--- config.mk ---
export PLATFORM = sky130hd
export DESIGN_NAME = dma_req_regs
export DESIGN_NICKNAME = d
export VERILOG_FILES = /design/src/rtl/dma_req_pkg.sv /design/src/rtl/dreq_queue.sv /design/src/rtl/dreq_done_map.sv /design/src/rtl/dreq_irq.sv /design/src/rtl/dma_req_regs.sv
export SDC_FILE = /design/constraint.sdc
export NUM_CORES = 1
export LEC_CHECK = 0
export BUFFER_PORTS_ARGS = -buffer_cell sky130_fd_sc_hd__buf_4
export CAP_MARGIN = 20
export CELL_PAD_IN_SITES_DETAIL_PLACEMENT = 2
export CELL_PAD_IN_SITES_GLOBAL_PLACEMENT = 2
export CORE_MARGIN = 1
export CORE_UTILIZATION = 44
export CTS_CLUSTER_DIAMETER = 120
export CTS_CLUSTER_SIZE = 30
export DETAILED_ROUTE_END_ITERATION = 8
export GPL_TIMING_DRIVEN = 0
export PLACE_DENSITY_LB_ADDON = 0.1
export SKIP_CTS_REPAIR_TIMING = 1
export SLEW_MARGIN = 25
export SYNTH_ARGS = -nofsm -noshare
export SYNTH_HDL_FRONTEND = slang
export SYNTH_HIERARCHICAL = 1
export SYNTH_SLANG_ARGS = --single-unit
export TNS_END_PERCENT = 20
--- constraint.sdc ---
create_clock -name clk -period 8.35 [get_ports clk]
set_input_delay 1.2525 -clock clk [delete_from_list [all_inputs] [get_ports clk]]
set_output_delay 1.2525 -clock clk [all_outputs]
set_load 0.01 [all_outputs]
--- src/rtl/dma_req_pkg.sv ---
package dma_req_pkg;
  localparam int DMA_AW = 32;
  localparam int LEN_W  = 24;

  // byte offsets decoded by software
  localparam int OFS_IRQ_MASK = 'h080;
  localparam int OFS_IRQ_PEND = 'h084;
  localparam int OFS_IRQ_SRC  = 'h088;
  localparam int OFS_CTRL     = 'h400;
  localparam int OFS_NEXT_ID  = 'h404;
  localparam int OFS_START    = 'h408;
  localparam int OFS_FLAGS    = 'h40C;
  localparam int OFS_DST      = 'h410;
  localparam int OFS_SRC      = 'h414;
  localparam int OFS_XLEN     = 'h418;
  localparam int OFS_YLEN     = 'h41C;
  localparam int OFS_DSTRIDE  = 'h420;
  localparam int OFS_SSTRIDE  = 'h424;
  localparam int OFS_DONE_MAP = 'h428;
  localparam int OFS_ACT_ID   = 'h42C;

  typedef struct packed {
    logic [DMA_AW-1:0] dst_addr;
    logic [DMA_AW-1:0] src_addr;
    logic [DMA_AW-1:0] dst_stride;
    logic [DMA_AW-1:0] src_stride;
    logic [LEN_W-1:0]  x_len_m1;
    logic [LEN_W-1:0]  y_len_m1;
    logic              cyclic;
  } xfer_desc_t;
endpackage

--- src/rtl/dreq_queue.sv ---
module dreq_queue import dma_req_pkg::*; #(
  parameter int DEPTH = 4,
  parameter int ID_W  = 2
) (
  input  logic                     clk,
  input  logic                     rst_n,
  input  logic                     flush,
  input  logic                     hold,
  input  logic                     push,
  input  xfer_desc_t               push_desc,
  input  logic [ID_W-1:0]          push_id,
  output logic                     out_valid,
  input  logic                     out_ready,
  output xfer_desc_t               out_desc,
  output logic [ID_W-1:0]          out_id,
  output logic                     full,
  output logic                     fired,
  output logic                     popped,
  output logic [$clog2(DEPTH+1)-1:0] level
);
  localparam int PTR_W = (DEPTH > 1) ? $clog2(DEPTH) : 1;
  localparam int CNT_W = $clog2(DEPTH + 1);

  xfer_desc_t        mem [DEPTH];
  logic [ID_W-1:0]   ids [DEPTH];
  logic [PTR_W-1:0]  wr_ptr, rd_ptr;
  logic [CNT_W-1:0]  count;

  function automatic logic [PTR_W-1:0] bump(input logic [PTR_W-1:0] p);
    return (p == PTR_W'(DEPTH - 1)) ? '0 : p + PTR_W'(1);
  endfunction

  assign out_valid = (count != '0) && !hold;
  assign out_desc  = mem[rd_ptr];
  assign out_id    = ids[rd_ptr];
  assign full      = (count == CNT_W'(DEPTH));
  assign fired     = out_valid && out_ready;
  // a repeating head is re-offered instead of removed
  assign popped    = fired && !out_desc.cyclic;
  assign level     = count;

  always_ff @(posedge clk) begin
    if (!rst_n) begin
      wr_ptr <= '0;
      rd_ptr <= '0;
      count  <= '0;
    end else if (flush) begin
      wr_ptr <= '0;
      rd_ptr <= '0;
      count  <= '0;
    end else begin
      if (push) begin
        mem[wr_ptr] <= push_desc;
        ids[wr_ptr] <= push_id;
        wr_ptr      <= bump(wr_ptr);
      end
      if (popped) rd_ptr <= bump(rd_ptr);
      count <= count + CNT_W'(push) - CNT_W'(popped);
    end
  end
endmodule

--- src/rtl/dreq_done_map.sv ---
module dreq_done_map #(
  parameter int ID_W = 2
) (
  input  logic                 clk,
  input  logic                 rst_n,
  input  logic                 clr_en,
  input  logic [ID_W-1:0]      clr_id,
  input  logic                 set_en,
  input  logic [ID_W-1:0]      set_id,
  output logic [(1<<ID_W)-1:0] done_map
);
  localparam int NUM_IDS = 1 << ID_W;
  logic [NUM_IDS-1:0] nxt;

  always_comb begin
    nxt = done_map;
    if (clr_en) nxt[clr_id] = 1'b0;
    if (set_en) nxt[set_id] = 1'b1;
  end

  always_ff @(posedge clk) begin
    if (!rst_n) done_map <= '0;
    else        done_map <= nxt;
  end
endmodule

--- src/rtl/dreq_irq.sv ---
module dreq_irq #(
  parameter int N_SRC = 2
) (
  input  logic             clk,
  input  logic             rst_n,
  input  logic [N_SRC-1:0] set_vec,
  input  logic             mask_we,
  input  logic             pend_we,
  input  logic [N_SRC-1:0] wdata,
  output logic [N_SRC-1:0] pending,
  output logic [N_SRC-1:0] mask,
  output logic             irq
);
  logic [N_SRC-1:0] clr;
  assign clr = pend_we ? wdata : '0;
  assign irq = |(pending & ~mask);

  always_ff @(posedge clk) begin
    if (!rst_n) begin
      pending <= '0;
      mask    <= '1;
    end else begin
      pending <= (pending & ~clr) | set_vec;
      if (mask_we) mask <= wdata;
    end
  end
endmodule

--- src/rtl/dma_req_regs.sv ---
module dma_req_regs import dma_req_pkg::*; #(
  parameter int BUS_AW = 12,
  parameter int QDEPTH = 4,
  parameter int ID_W   = 2
) (
  input  logic              clk,
  input  logic              rst_n,
  input  logic              bus_wr,
  input  logic              bus_rd,
  input  logic [BUS_AW-1:0] bus_addr,
  input  logic [31:0]       bus_wdata,
  output logic [31:0]       bus_rdata,
  output logic              req_valid,
  input  logic              req_ready,
  output logic [ID_W-1:0]   req_id,
  output logic [DMA_AW-1:0] req_dst_addr,
  output logic [DMA_AW-1:0] req_src_addr,
  output logic [DMA_AW-1:0] req_dst_stride,
  output logic [DMA_AW-1:0] req_src_stride,
  output logic [LEN_W-1:0]  req_x_len_m1,
  output logic [LEN_W-1:0]  req_y_len_m1,
  output logic              req_cyclic,
  input  logic              done_valid,
  input  logic [ID_W-1:0]   done_id,
  output logic              irq
);
  localparam int NUM_IDS = 1 << ID_W;
  localparam int CNT_W   = $clog2(QDEPTH + 1);

  logic              ctrl_en, ctrl_pause;
  xfer_desc_t        stage, head;
  logic [ID_W-1:0]   next_id, act_id;
  logic              accept, q_full, q_fired, q_popped;
  logic [CNT_W-1:0]  q_level;
  logic [NUM_IDS-1:0] done_map;
  logic [1:0]        irq_pend, irq_mask;
  logic [31:0]       rd_mux;

  function automatic logic at(input int ofs);
    return bus_addr == BUS_AW'(ofs);
  endfunction

  assign accept = bus_wr && at(OFS_START) && bus_wdata[0] && ctrl_en && !q_full;

  always_ff @(posedge clk) begin
    if (!rst_n) begin
      ctrl_en    <= 1'b0;
      ctrl_pause <= 1'b0;
      stage      <= '0;
      next_id    <= '0;
      act_id     <= '0;
    end else begin
      if (bus_wr) begin
        if (at(OFS_CTRL))    {ctrl_pause, ctrl_en} <= bus_wdata[1:0];
        if (at(OFS_FLAGS))   stage.cyclic     <= bus_wdata[0];
        if (at(OFS_DST))     stage.dst_addr   <= bus_wdata;
        if (at(OFS_SRC))     stage.src_addr   <= bus_wdata;
        if (at(OFS_DSTRIDE)) stage.dst_stride <= bus_wdata;
        if (at(OFS_SSTRIDE)) stage.src_stride <= bus_wdata;
        if (at(OFS_XLEN))    stage.x_len_m1   <= bus_wdata[LEN_W-1:0];
        if (at(OFS_YLEN))    stage.y_len_m1   <= bus_wdata[LEN_W-1:0];
      end
      if (accept)  next_id <= next_id + ID_W'(1);
      if (q_fired) act_id  <= req_id;
    end
  end

  dreq_queue #(.DEPTH(QDEPTH), .ID_W(ID_W)) u_queue (
    .clk(clk), .rst_n(rst_n), .flush(!ctrl_en), .hold(!ctrl_en || ctrl_pause),
    .push(accept), .push_desc(stage), .push_id(next_id),
    .out_valid(req_valid), .out_ready(req_ready), .out_desc(head), .out_id(req_id),
    .full(q_full), .fired(q_fired), .popped(q_popped), .level(q_level)
  );

  assign req_dst_addr   = head.dst_addr;
  assign req_src_addr   = head.src_addr;
  assign req_dst_stride = head.dst_stride;
  assign req_src_stride = head.src_stride;
  assign req_x_len_m1   = head.x_len_m1;
  assign req_y_len_m1   = head.y_len_m1;
  assign req_cyclic     = head.cyclic;

  dreq_done_map #(.ID_W(ID_W)) u_done (
    .clk(clk), .rst_n(rst_n), .clr_en(accept), .clr_id(next_id),
    .set_en(done_valid), .set_id(done_id), .done_map(done_map)
  );

  dreq_irq #(.N_SRC(2)) u_irq (
    .clk(clk), .rst_n(rst_n), .set_vec({done_valid, q_popped}),
    .mask_we(bus_wr && at(OFS_IRQ_MASK)), .pend_we(bus_wr && at(OFS_IRQ_PEND)),
    .wdata(bus_wdata[1:0]), .pending(irq_pend), .mask(irq_mask), .irq(irq)
  );

  always_comb begin
    rd_mux = '0;
    if (at(OFS_IRQ_MASK)) rd_mux = 32'(irq_mask);
    if (at(OFS_IRQ_PEND)) rd_mux = 32'(irq_pend);
    if (at(OFS_IRQ_SRC))  rd_mux = 32'(irq_pend & ~irq_mask);
    if (at(OFS_CTRL))     rd_mux = {30'd0, ctrl_pause, ctrl_en};
    if (at(OFS_NEXT_ID))  rd_mux = 32'(next_id);
    if (at(OFS_START))    rd_mux = {31'd0, q_full || !ctrl_en};
    if (at(OFS_FLAGS))    rd_mux = {31'd0, stage.cyclic};
    if (at(OFS_DST))      rd_mux = stage.dst_addr;
    if (at(OFS_SRC))      rd_mux = stage.src_addr;
    if (at(OFS_XLEN))     rd_mux = 32'(stage.x_len_m1);
    if (at(OFS_YLEN))     rd_mux = 32'(stage.y_len_m1);
    if (at(OFS_DSTRIDE))  rd_mux = stage.dst_stride;
    if (at(OFS_SSTRIDE))  rd_mux = stage.src_stride;
    if (at(OFS_DONE_MAP)) rd_mux = 32'(done_map);
    if (at(OFS_ACT_ID))   rd_mux = 32'(act_id);
  end

  always_ff @(posedge clk) begin
    if (!rst_n)      bus_rdata <= '0;
    else if (bus_rd) bus_rdata <= rd_mux;
  end
endmodule

==> summary by stage, run 1 <==
Yosys
After synthesis the netlist holds a flip-flop and latch count of 948. The number of nets in the synthesized netlist is 2294. The synthesized netlist occupies a cell area of 36400 um^2.

Sorting the synthesized cells by area gives the leading types as edfxtp_1 (59%), dfxtp_1 (13%), mux4_2 (11%). The compound-gate portion of the synthesized area is 6.91%. Yosys mapped a number of flops with a built-in enable equal to 716. The adder-cell area share of the yosys netlist is 0.295%. The total number of yosys warnings is 6. The top cell type by area accounts for 59.0% of the synthesized area. After synthesis, the share of flip-flops with an asynchronous set or reset is 0%.

After synthesis, the largest family of logic cells by area is multiplexers. The post-synthesis sequential area ratio is 71.8%. The count of unique library cells instantiated by Yosys is 72. Multiplexer cells account for 12.1% of the synthesized area.

Summing the areas of all xor and xnor instances in the mapped netlist gives 0.0962% of the synthesized area. Of the total synthesized cell area, the portion taken by AND, OR, NAND and NOR gates is 6.64%. The post-synthesis average cell area is 16.3 um^2. The gate count after technology mapping is 2234. Of all cell types, the one taking the most synthesized area is edfxtp_1. The flip-flop cell with the highest count after synthesis is edfxtp_1.

Setup path
The worst setup path is captured at a primary output. The worst setup path is launched from a register. The arrival time of the worst setup path is 3.24 ns. In this run the critical register-to-register path is launched from u_queue/level[1].

In this run the worst path has a maximum fanout of 10. The required time at the worst-slack endpoint is 7.10 ns. The reg-to-reg critical path endpoint is u_queue/mem[1][58]. The type of the worst setup path is register to primary output. The worst register-to-register path has a setup slack of 4.90 ns. For the worst flop-to-flop path, the logic depth is 7.

Finish
Once layout is complete, the cells apart from fillers number 3657. The relative area change from synthesis to final layout is 13.5%. The final layout contains 2614 nets. The final standard cell area without fillers is 41300 um^2. In the final layout, the share of cells above drive strength 1 is 24.9%.

Clock network
Clock tree synthesis inserted a total of 37 buffers. The H-tree depth reported by CTS is 2. At the later pin of the worst-skew pair, clock insertion delay measures 0.63 ns. The clock drives 948 sinks. The cell chosen for the clock root is clkbuf_16. The CTS tree is done. The number of buffers between clock root and the deepest sink is 3.

Clock-pin slew was measured on the worst setup and hold paths at 0.11 ns.

Outcome
The flow ran to the end, and the final reports show no timing, DRC or antenna violations.

STA
For the final database, setup skew stands at 0.0305 ns. Setup repair after global routing left no endpoint under its margin. The minimum clock period after layout is 4.49 ns. The final critical path takes up 53.8% of the cycle. Hold timing on the final database bottoms out at a slack of 0.497 ns. The number of hold violations in the final report is 0.

The transition time of the tightest slew-check pin is 1.06 ns. The final-report max-slew violation count is 0. Setup violations remaining at the end of the flow were counted as 0. Derived from the worst setup path, the maximum achievable clock frequency is 223 MHz. The relative slew slack is 29.1%.

Die
The number of placement rows is 105. During I/O placement, the number of pins put on the boundary was 265. The core region is 82000 um^2. The starting utilization of the core area is 44.4%. The die covers 83900 um^2. From left edge to right edge, the die measures 290 um.

The die is 290 um tall.

Detailed routing
After detailed routing, the number of remaining DRC violations is 0. Dividing the detail-routed wire length by the instance count gives 32.3 um. The first detailed-routing pass ran for 5 iterations. In this run, the number of DRC markers left after iteration 0 of detailed routing was 2064.

The post-detailed-route count of antenna-violating nets is 0. The number of vias per cell is 5.90. The total vias in the final route is 21.6k. For this block, the routed nets add up to 118 mm of wire.

GRT
The pin count of the biggest net entering global routing is 42. The number of antenna violations at the first check in global routing was 9. The first-pass GRT wire length is 168 mm. The total overflow left after global routing is 0. The met2 capacity usage during global routing is 48.4%. The layer with the highest usage after global routing is met2. For this run, global-route usage on met1 was measured as 38.7%. The number of global-route vias before repair came to 23.2k.

For this run, global-route usage on met3 was measured as 3.59%. For this run, the total global-route usage over all layers was measured as 28.3%.

Hold path
The worst hold path begins at bus_rdata[26]. The cell depth of the worst min-delay path is 2. In this run the worst hold path is classified as register to register.

The worst hold path terminates at bus_rdata[26].

Power and ir drop
The largest vdd supply drop is 0.153 mV. Dividing total power by cell area gives a power density of 181 nW/um^2. The design draws 7.48 mW.

The static leakage is 15.0 nW.

Place
The placed cell area is 40200 um^2. The number of placed instances, taps included, is 3585. The placed wire-length estimate is 86.3 mm.

The total of buffers placed on input and output ports is 261. The congestion estimate from routability-driven global placement came to 0.881.

Run
The max-cap check violation count is 0.
==> power breakdown <==
group / leakage [nW] / internal, mW / total [mW] / switching, mW
registers: 10.2 / 4.99 / 5.00 / 0.00189
logic: 4.32 / 0.0472 / 0.150 / 0.103
clock network: 0.523 / 0.901 / 2.33 / 1.43
total: 15.0 / 5.94 / 7.48 / 1.53
==> critical path: stages (launching register included) <==
cell      delay [ns]
dfxtp_1         0.32
buf_2           0.37
clkbuf_1        0.79
buf_2           0.47
mux4_2          0.46
buf_4           0.19
==> placed cells by master, fill, tap and decap left out, types with 5 or more instances in the layout <==
master	n
a21boi_0	95
a21boi_1	63
a21boi_2	20
a21oi_1	45
a221o_1	7
a221oi_1	5
a222oi_1	5
a31oi_1	5
and2_1	7
and3_1	9
buf_12	8
buf_16	13
buf_2	42
buf_4	286
clkbuf_1	86
clkbuf_16	39
dfxtp_1	232
edfxtp_1	716
ha_1	7
inv_1	17
mux2i_1	31
mux4_2	181
nand2_1	396
nand2_2	21
nand2b_1	8
nand3_1	17
nor2_1	41
nor2b_1	8
o21ai_0	63
o21ai_1	5
o22ai_1	14
o32ai_1	7
or2_2	5
==> metrics by stage <==
step	utilization [%]	setup slack (ns)	TNS, ns
after floorplan	-	1.02	0
after global placement	48.4	-3.38	-2362.57
after detailed placement	49.1	3.20	0
after CTS	50.4	3.84	0
after global routing	50.4	3.65	0
final	50.4	3.86	0
==> area by class of cell <==
type                       instances  area (um^2)
buffer                           135          718
sequential                       948        26100
inverter                          18         67.6
clock buffer                      65         1070
multi-input combinational       1133         9510
tap                             1070         1340
fill                            7524        40600
timing repair buffer             281         2440
clock inverter                     3         23.8
antenna                            4         10.0
==> cells by family after synthesis <==
family / after synthesis
DFF: 948
and+or+nand+nor: 549
AOI/OAI and AO/OA: 358
muxes: 214
buffers and inverters: 153
adders and majority gates: 8
xor gates and xnor gates: 4
==> cells in the mapped netlist (all sizes together), types with 7 or more instances <==
| cell | count |
|---|---|
| a21boi | 178 |
| a21oi | 45 |
| a221o | 7 |
| and2 | 8 |
| and3 | 13 |
| buf | 75 |
| clkbuf | 60 |
| dfxtp | 232 |
| edfxtp | 716 |
| ha | 7 |
| inv | 17 |
| mux2i | 31 |
| mux4 | 181 |
| nand2 | 417 |
| nand2b | 8 |
| nand3 | 17 |
| nor2 | 45 |
| nor2b | 8 |
| nor3 | 8 |
| o21ai | 68 |
| o22ai | 14 |
| o32ai | 7 |
==> worst max-delay path by stage <==
| stage | startpoint | endpoint | slack, ns | depth (start not counted) |
|---|---|---|---|---|
| final | register | req_dst_addr[18] | 3.86 | 5 |
| after detailed placement | bus_addr[9] | u_queue/mem[1][61] | 3.20 | 8 |
| after global routing | bus_addr[9] | u_queue/mem[1][62] | 3.65 | 8 |
| after global placement | bus_addr[9] | u_queue/mem[0][56] | -3.38 | 6 |
| after floorplan | bus_addr[0] | u_queue/ids[0][0] | 1.02 | 5 |
| after CTS | register | req_dst_addr[18] | 3.84 | 5 |
==> layer usage <==
layer | vias up | share of wire, %
met5 | - | 0.035
met4 | 6 | 2.1
met3 | 131 | 5.4
met2 | 725 | 50
met1 | 11600 | 42
li1 | 9102 | -
==> registers in the layout (all words and copies together), names as in the netlist, named ones only <==
register / cells
act_id: 2
bus_rdata: 32
ctrl_en: 1
ctrl_pause: 1
next_id: 2
stage: 177
u_done/done_map: 4
u_irq/mask: 2
u_irq/pending: 2
u_queue/ids: 8
u_queue/level: 3
u_queue/mem: 708
u_queue/rd_ptr: 2
u_queue/wr_ptr: 2
No activity file was read; power rests on OpenSTA's default activity.
==> run 2, diff against run 1 <==
Clock period 8.35 ns to 4.6 ns, I/O delays scaled along.
==> summary by stage, run 2 (synthesized netlist as in run 1, its figures left out) <==
Setup path
The required time at the worst-slack endpoint came to 4.90 ns (-2.20 ns). The arrival time of the worst setup path was 4.27 ns (+1.03 ns). The critical path is of the primary input to register type. In this run the critical register-to-register path is captured at u_queue/mem[3][124].

In this run the critical register-to-register path is launched from u_queue/level[1]. The launching element type of the critical path is a primary input. The capture point of the critical path is u_queue/mem[3][124].

The length in cells of the worst reg-to-reg path came to 7 (unchanged). The worst setup path is captured at a register. The most critical setup path has its startpoint at bus_addr[9]. The peak fanout along the critical path was 42 (+32).

The register-to-register path setup slack is 1.05 ns (-3.85 ns).

STA
The clock period could shrink to 3.97 ns. The final-report max-slew violation count is 0 (unchanged). Setup repair after global routing left no endpoint under its margin. The count of endpoints failing setup in the final report is 0 (unchanged).

The relative slew slack is 27.0% (-2.1 points). The worst-case clock skew is 0.0283 ns (-0.00217 ns). The least setup slack across all paths after layout is 0.629 ns (-3.23 ns). In the finished design, the share of the clock period the worst path needs comes to 86.3%. The number of hold violations in the final report is 0 (unchanged). The highest clock frequency the design can meet is 252 MHz. The transition time of the tightest slew-check pin came to 1.09 ns (+0.0317 ns).

Clock network
The clock net sink count is 948 (unchanged). The number of buffers added by the clock tree synthesis step is 37 (unchanged). TritonCTS built the clock tree. The clock edge transition at the registers on the reported setup and hold paths is 0.11 ns (about the same). The H-tree depth reported by CTS was 2 (unchanged).

The clock network latency to the later pin of the worst-skew pair was 0.63 ns (about the same). The number of buffers between clock root and the deepest sink is 3 (unchanged). CTS placed an instance of clkbuf_16 at the clock tree root.

Finish
The number of fillers in the final layout is 7580 (+0.74%). The number of nets in the layout is 2613 (-0.038%). The final standard cell utilization of the core came to 50.5% (about the same). The relative area change from synthesis to final layout is 13.6% (about the same). The flip-flop count of the largest register, all copies and words added is 708 (unchanged). In the final layout, the registers with the most flip-flops are u_queue/mem (708), stage (177), bus_rdata (32). The library cell used most frequently in the layout, excluding fill and tap cells, is edfxtp_1. The register with the most flip-flops in the final layout is u_queue/mem. The proportion of layout cells with a drive suffix above 1 is 24.9% (+0.058 points). In the layout the commonest cells are edfxtp_1 (716), nand2_1 (396), buf_4 (286). The final standard cell area without fillers is 41400 um^2 (about the same).

Die
The count of pins on the block boundary came to 265 (unchanged). The die footprint is 83900 um^2 (unchanged). The core area is 82000 um^2 (unchanged).

The die height came to 290 um (unchanged). The starting utilization of the core area was 44.4% (unchanged). The horizontal extent of the die was 290 um (unchanged). The number of placement rows is 105 (unchanged).

Power and ir drop
The largest vdd supply drop came to 0.260 mV (+70%). The total power consumption of the routed design is 13.7 mW (+83%). The static leakage was 15.1 nW (about the same). The power per cell area is 330 nW/um^2 (+82%).

Detailed routing
The number of iterations in the first detailed-routing pass is 5 (unchanged). The iteration-0 DRC count of the detailed router was 1978 (-4.2%). The total vias in the final route is 21.7k (+0.40%). The post-detailed-route count of antenna-violating nets is 0 (unchanged).

The wire length after detailed routing came to 118 mm (-0.41%). The number of remaining DRC errors is 0 (unchanged). The detail-routed net length per standard cell is 32.2 um (-0.30%). The number of vias per cell is 5.93 (+0.51%).

GRT
The first-pass GRT wire length is 168 mm (-0.43%). The overall fraction of global-route tracks in use was 28.1% (-0.14 points). The pin count of the biggest net entering global routing came to 43 (+2.4%). The number of antenna violations at the first check in global routing is 6 (-3). The number of global-route vias before repair was 23.1k (-0.50%). The total congestion overflow after global routing came to 0 (unchanged).

Run
The max-cap check violation count came to 0 (unchanged).

Outcome
The run finished with clean final reports.

Place
The placed cell area is 40200 um^2 (about the same). The placed wire-length estimate was 85.1 mm (-1.4%). The routability-driven placement congestion ratio is 0.901 (+2.2%). The total of buffers placed on input and output ports came to 261 (unchanged). The worst slack at placement is -0.0128 ns (-3.22 ns).

Hold path
The type of the most critical hold path is primary input to register.
==> run 2: power by group <==
group          internal (mW)  total, mW  switching [mW]  leakage [nW]
Combinational         0.0854      0.268           0.183          4.32
Sequential              9.07       9.07         0.00416          10.2
Clock                   1.72       4.31            2.60         0.544
==> run 2: how the worst min path moves through the flow <==
stage,from,to,slack [ns],cells past startpoint
after floorplan,u_done/done_map[2],u_done/done_map[2],0.45,2
after global placement,u_queue/rd_ptr[1],u_queue/rd_ptr[1],0.47,2
after detailed placement,bus_rdata[10],bus_rdata[10],0.47,2
after CTS,bus_wdata[0],u_irq/pending[0],0.26,2
after global routing,bus_wdata[0],u_irq/pending[0],0.27,2
final,bus_wdata[0],u_irq/pending[0],0.29,2
==> run 2: final cells by class <==
type | count | area (um^2) | area share [%]
plain buffers | 135 | 718 | 1.74
flip-flops and latches | 948 | 26100 | 63.2
clock buffers | 65 | 1090 | 2.64
multi-input cells | 1133 | 9510 | 23.0
repair buffers | 280 | 2430 | 5.88
inverters | 18 | 67.6 | 0.163
diodes | 2 | 5.00 | 0.0121
well taps | 1070 | 1340 | 3.24
clock inverters | 2 | 46.3 | 0.112
==> run 2: layer usage <==
layer	GRT usage (%)	vias up	wire length [um]
met4	6.73	6	2750
met2	47.7	683	59000
li1	-	9121	-
met3	3.31	127	6210
met5	0	-	46
met1	38.9	11700	49800
==> run 2: worst max-delay path: stages <==
cell	delay, ns
buf_4	0.12
nor4_2	0.56
buf_4	0.30
nand3_1	0.15
nor3_2	0.87
and3_4	0.84
buf_16	0.32
buf_16	0.30
==> run 2: stage by stage <==
step	TNS (ns)	hold slack, ns	std cells
after floorplan	-98.50	0.447	2234
after global placement	-1974.48	0.475	3565
after detailed placement	-0.223	0.466	3584
after CTS	0	0.262	3651
after global routing	0	0.274	3653
final	0	0.293	3653
==> run 3, diff against run 2 <==
Settings changed: CTS_BUF_LIST from default to sky130_fd_sc_hd__clkbuf_16.
==> summary by stage, run 3 (synthesized netlist as in run 1, its figures left out) <==
Detailed routing
The number of remaining DRC errors is 0 (unchanged). The number of vias per cell is 5.90 (-0.53%). The post-detailed-route count of antenna-violating nets came to 0 (unchanged). The wire length after detailed routing is 118 mm (about the same). The number of iterations in the first detailed-routing pass came to 5 (unchanged). The detail-routed net length per standard cell is 32.2 um (about the same).

The total vias in the final route is 21.6k (-0.47%). The iteration-0 DRC count of the detailed router was 2010 (+1.6%).

Power and ir drop
The power per cell area is 328 nW/um^2 (-0.56%). The total power consumption of the routed design came to 13.6 mW (-0.60%). The largest vdd supply drop is 0.260 mV (about the same). The static leakage is 15.1 nW (+0.60%).

Finish
The relative area change from synthesis to final layout is 13.5% (about the same). The final standard cell utilization of the core is 50.4% (about the same). The top cell types in the final layout, fill and taps aside, are edfxtp_1 (716), nand2_1 (396), buf_4 (286). Counting flops per register, the top entry is u_queue/mem.

The proportion of layout cells with a drive suffix above 1 is 24.9% (-0.039 points). The number of fillers in the final layout came to 7590 (+0.13%). The final standard cell area without fillers is 41300 um^2 (about the same). The flip-flop count of the largest register, all copies and words added is 708 (unchanged). Leaving out fill and tap cells, the most frequent cell in the layout is edfxtp_1. The largest registers in the layout are u_queue/mem (708), stage (177), bus_rdata (32). The number of nets in the layout is 2613 (unchanged).

GRT
The number of global-route vias before repair is 23.1k (-0.039%). The pin count of the biggest net entering global routing is 43 (unchanged). The total congestion overflow after global routing is 0 (unchanged).

The number of antenna violations at the first check in global routing is 6 (unchanged). The overall fraction of global-route tracks in use is 28.1% (about the same). The first-pass GRT wire length is 168 mm (about the same).

Clock network
The number of buffers added by the clock tree synthesis step is 37 (unchanged). The clock net sink count is 948 (unchanged). The CTS tree is done. The H-tree depth reported by CTS is 2 (unchanged). The clock network latency to the later pin of the worst-skew pair came to 0.63 ns (about the same).

The cell chosen for the clock root is clkbuf_16. The clock edge transition at the registers on the reported setup and hold paths is 0.11 ns (about the same). The number of buffers between clock root and the deepest sink is 3 (unchanged).

STA
The final-report max-slew violation count is 0 (unchanged). The relative slew slack came to 29.2% (+2.2 points). The transition time of the tightest slew-check pin is 1.06 ns (-0.0362 ns). The minimum clock period after layout is 4.00 ns (+0.0304 ns). The share of the cycle needed by the critical path after routing is 87.0% (+0.66 points). Setup repair after global routing left no endpoint under its margin. The count of endpoints failing setup in the final report is 0 (unchanged).

The number of hold violations in the final report is 0 (unchanged). The highest clock frequency the design can meet was 250 MHz (-0.76%). The worst-case clock skew is 0.0319 ns (+0.00361 ns). The worst hold slack was 0.294 ns (+0.00101 ns). The accumulated negative setup slack is 0 ns (unchanged).

Setup path
The worst register-to-register path ends at u_queue/mem[3][124]. The arrival time of the worst setup path is 4.29 ns (+0.02 ns). The worst setup path is launched from a primary input. The number of buffers and inverters on the critical path is 4 (unchanged). On the critical path, the stage with the largest delay is an instance of nor3_2. The length in cells of the worst reg-to-reg path is 7 (unchanged). The cell family with the largest share of critical-path delay is simple AND/OR/NAND/NOR gates.

The maximum cell stage delay along the critical path is 0.87 ns (about the same). The register-to-register path setup slack was 1.05 ns (about the same). The required time at the worst-slack endpoint is 4.89 ns (about the same).

The signal on the critical path passes through buf_4 -> nor4_2 -> buf_4 -> nand3_1 -> nor3_2 -> and3_4 -> buf_16 -> buf_16. The type of the worst setup path is primary input to register. The peak fanout along the critical path is 42 (unchanged). The launching point of the worst reg2reg path is u_queue/level[1]. STA classifies the critical path endpoint as a register.

Outcome
The run finished with clean final reports.

Die
The number of placement rows was 105 (unchanged). The count of pins on the block boundary was 265 (unchanged). The die footprint came to 83900 um^2 (unchanged). The starting utilization of the core area was 44.4% (unchanged).

The core area came to 82000 um^2 (unchanged). The die height came to 290 um (unchanged). The horizontal extent of the die came to 290 um (unchanged).

Hold path
The type of the most critical hold path is primary input to register. The cell depth of the worst min-delay path is 2 (unchanged). The startpoint identified for the worst hold timing path is bus_wdata[0]. The worst hold endpoint is u_irq/pending[0].

Place
The placed cell area came to 40200 um^2 (unchanged). The routability-driven placement congestion ratio came to 0.901 (unchanged). The total of buffers placed on input and output ports came to 261 (unchanged).

The placed wire-length estimate is 85.1 mm (unchanged).

Run
The max-cap check violation count is 0 (unchanged).
-- run 3: cell types whose count changed in the layout (fill, tap and decap cells not counted) --
cell / delta
diode_2: +2
inv_2: +1
clkinv_1: +1
clkbuf_1: -24
inv_1: +24
clkbuf_8: -2
-- run 3: power by group --
group / internal [mW] / leakage, nW / total (mW) / switching [mW]
logic: 0.0854 / 4.32 / 0.269 / 0.184
registers: 9.07 / 10.2 / 9.07 / 0.00415
clock network: 1.63 / 0.635 / 4.23 / 2.60
total: 10.8 / 15.1 / 13.6 / 2.79
-- run 3: worst register-to-register path, cell delays in order, from the launching register on --
cell and delay (ns):
dfxtp_1 0.39, inv_1 0.09, and3_1 0.21, nand3b_1 0.19
nor3_2 0.79, and3_4 0.84, buf_16 0.34, buf_16 0.33
-- run 3: area by class of cell --
type                            count  area [um^2]  share of cell area (%)
Antenna cell                        4         10.0                  0.0242
Tap cell                         1070         1340                    3.24
Clock buffer                       39          976                    2.36
Timing Repair Buffer              280         2430                    5.88
Buffer                            135          718                    1.74
Multi-Input combinational cell   1133         9510                    23.0
Sequential cell                   948        26100                    63.2
Clock inverter                     28          144                   0.348
Inverter                           18         67.6                   0.163
-- run 3: metal layers --
metal	global-route usage, %	up-vias	part of all wire [%]
met5	0	-	0.039
met4	6.47	6	2.2
met3	3.41	119	5.1
met2	47.8	653	50
met1	38.8	11700	43
li1	-	9120	-
-- run 3: worst max-delay path by stage --
stage                      startpoint                  end  slack [ns]  cells past startpoint
after floorplan           bus_addr[0]    u_queue/ids[0][0]       -0.14                      5
after global placement    bus_addr[9]   u_queue/mem[1][58]       -2.81                      6
after detailed placement  bus_addr[9]   u_queue/mem[3][91]       -0.01                      8
after CTS                 bus_addr[9]  u_queue/mem[3][124]        0.65                      8
after global routing      bus_addr[9]  u_queue/mem[3][124]        0.53                      8
final                     bus_addr[9]  u_queue/mem[3][124]        0.60                      8
-- run 3: per-stage QoR --
stage	std cells	setup slack (ns)
after floorplan	2234	-0.138
after global placement	3565	-2.81
after detailed placement	3584	-0.0128
after CTS	3651	0.647
after global routing	3653	0.532
final	3655	0.599
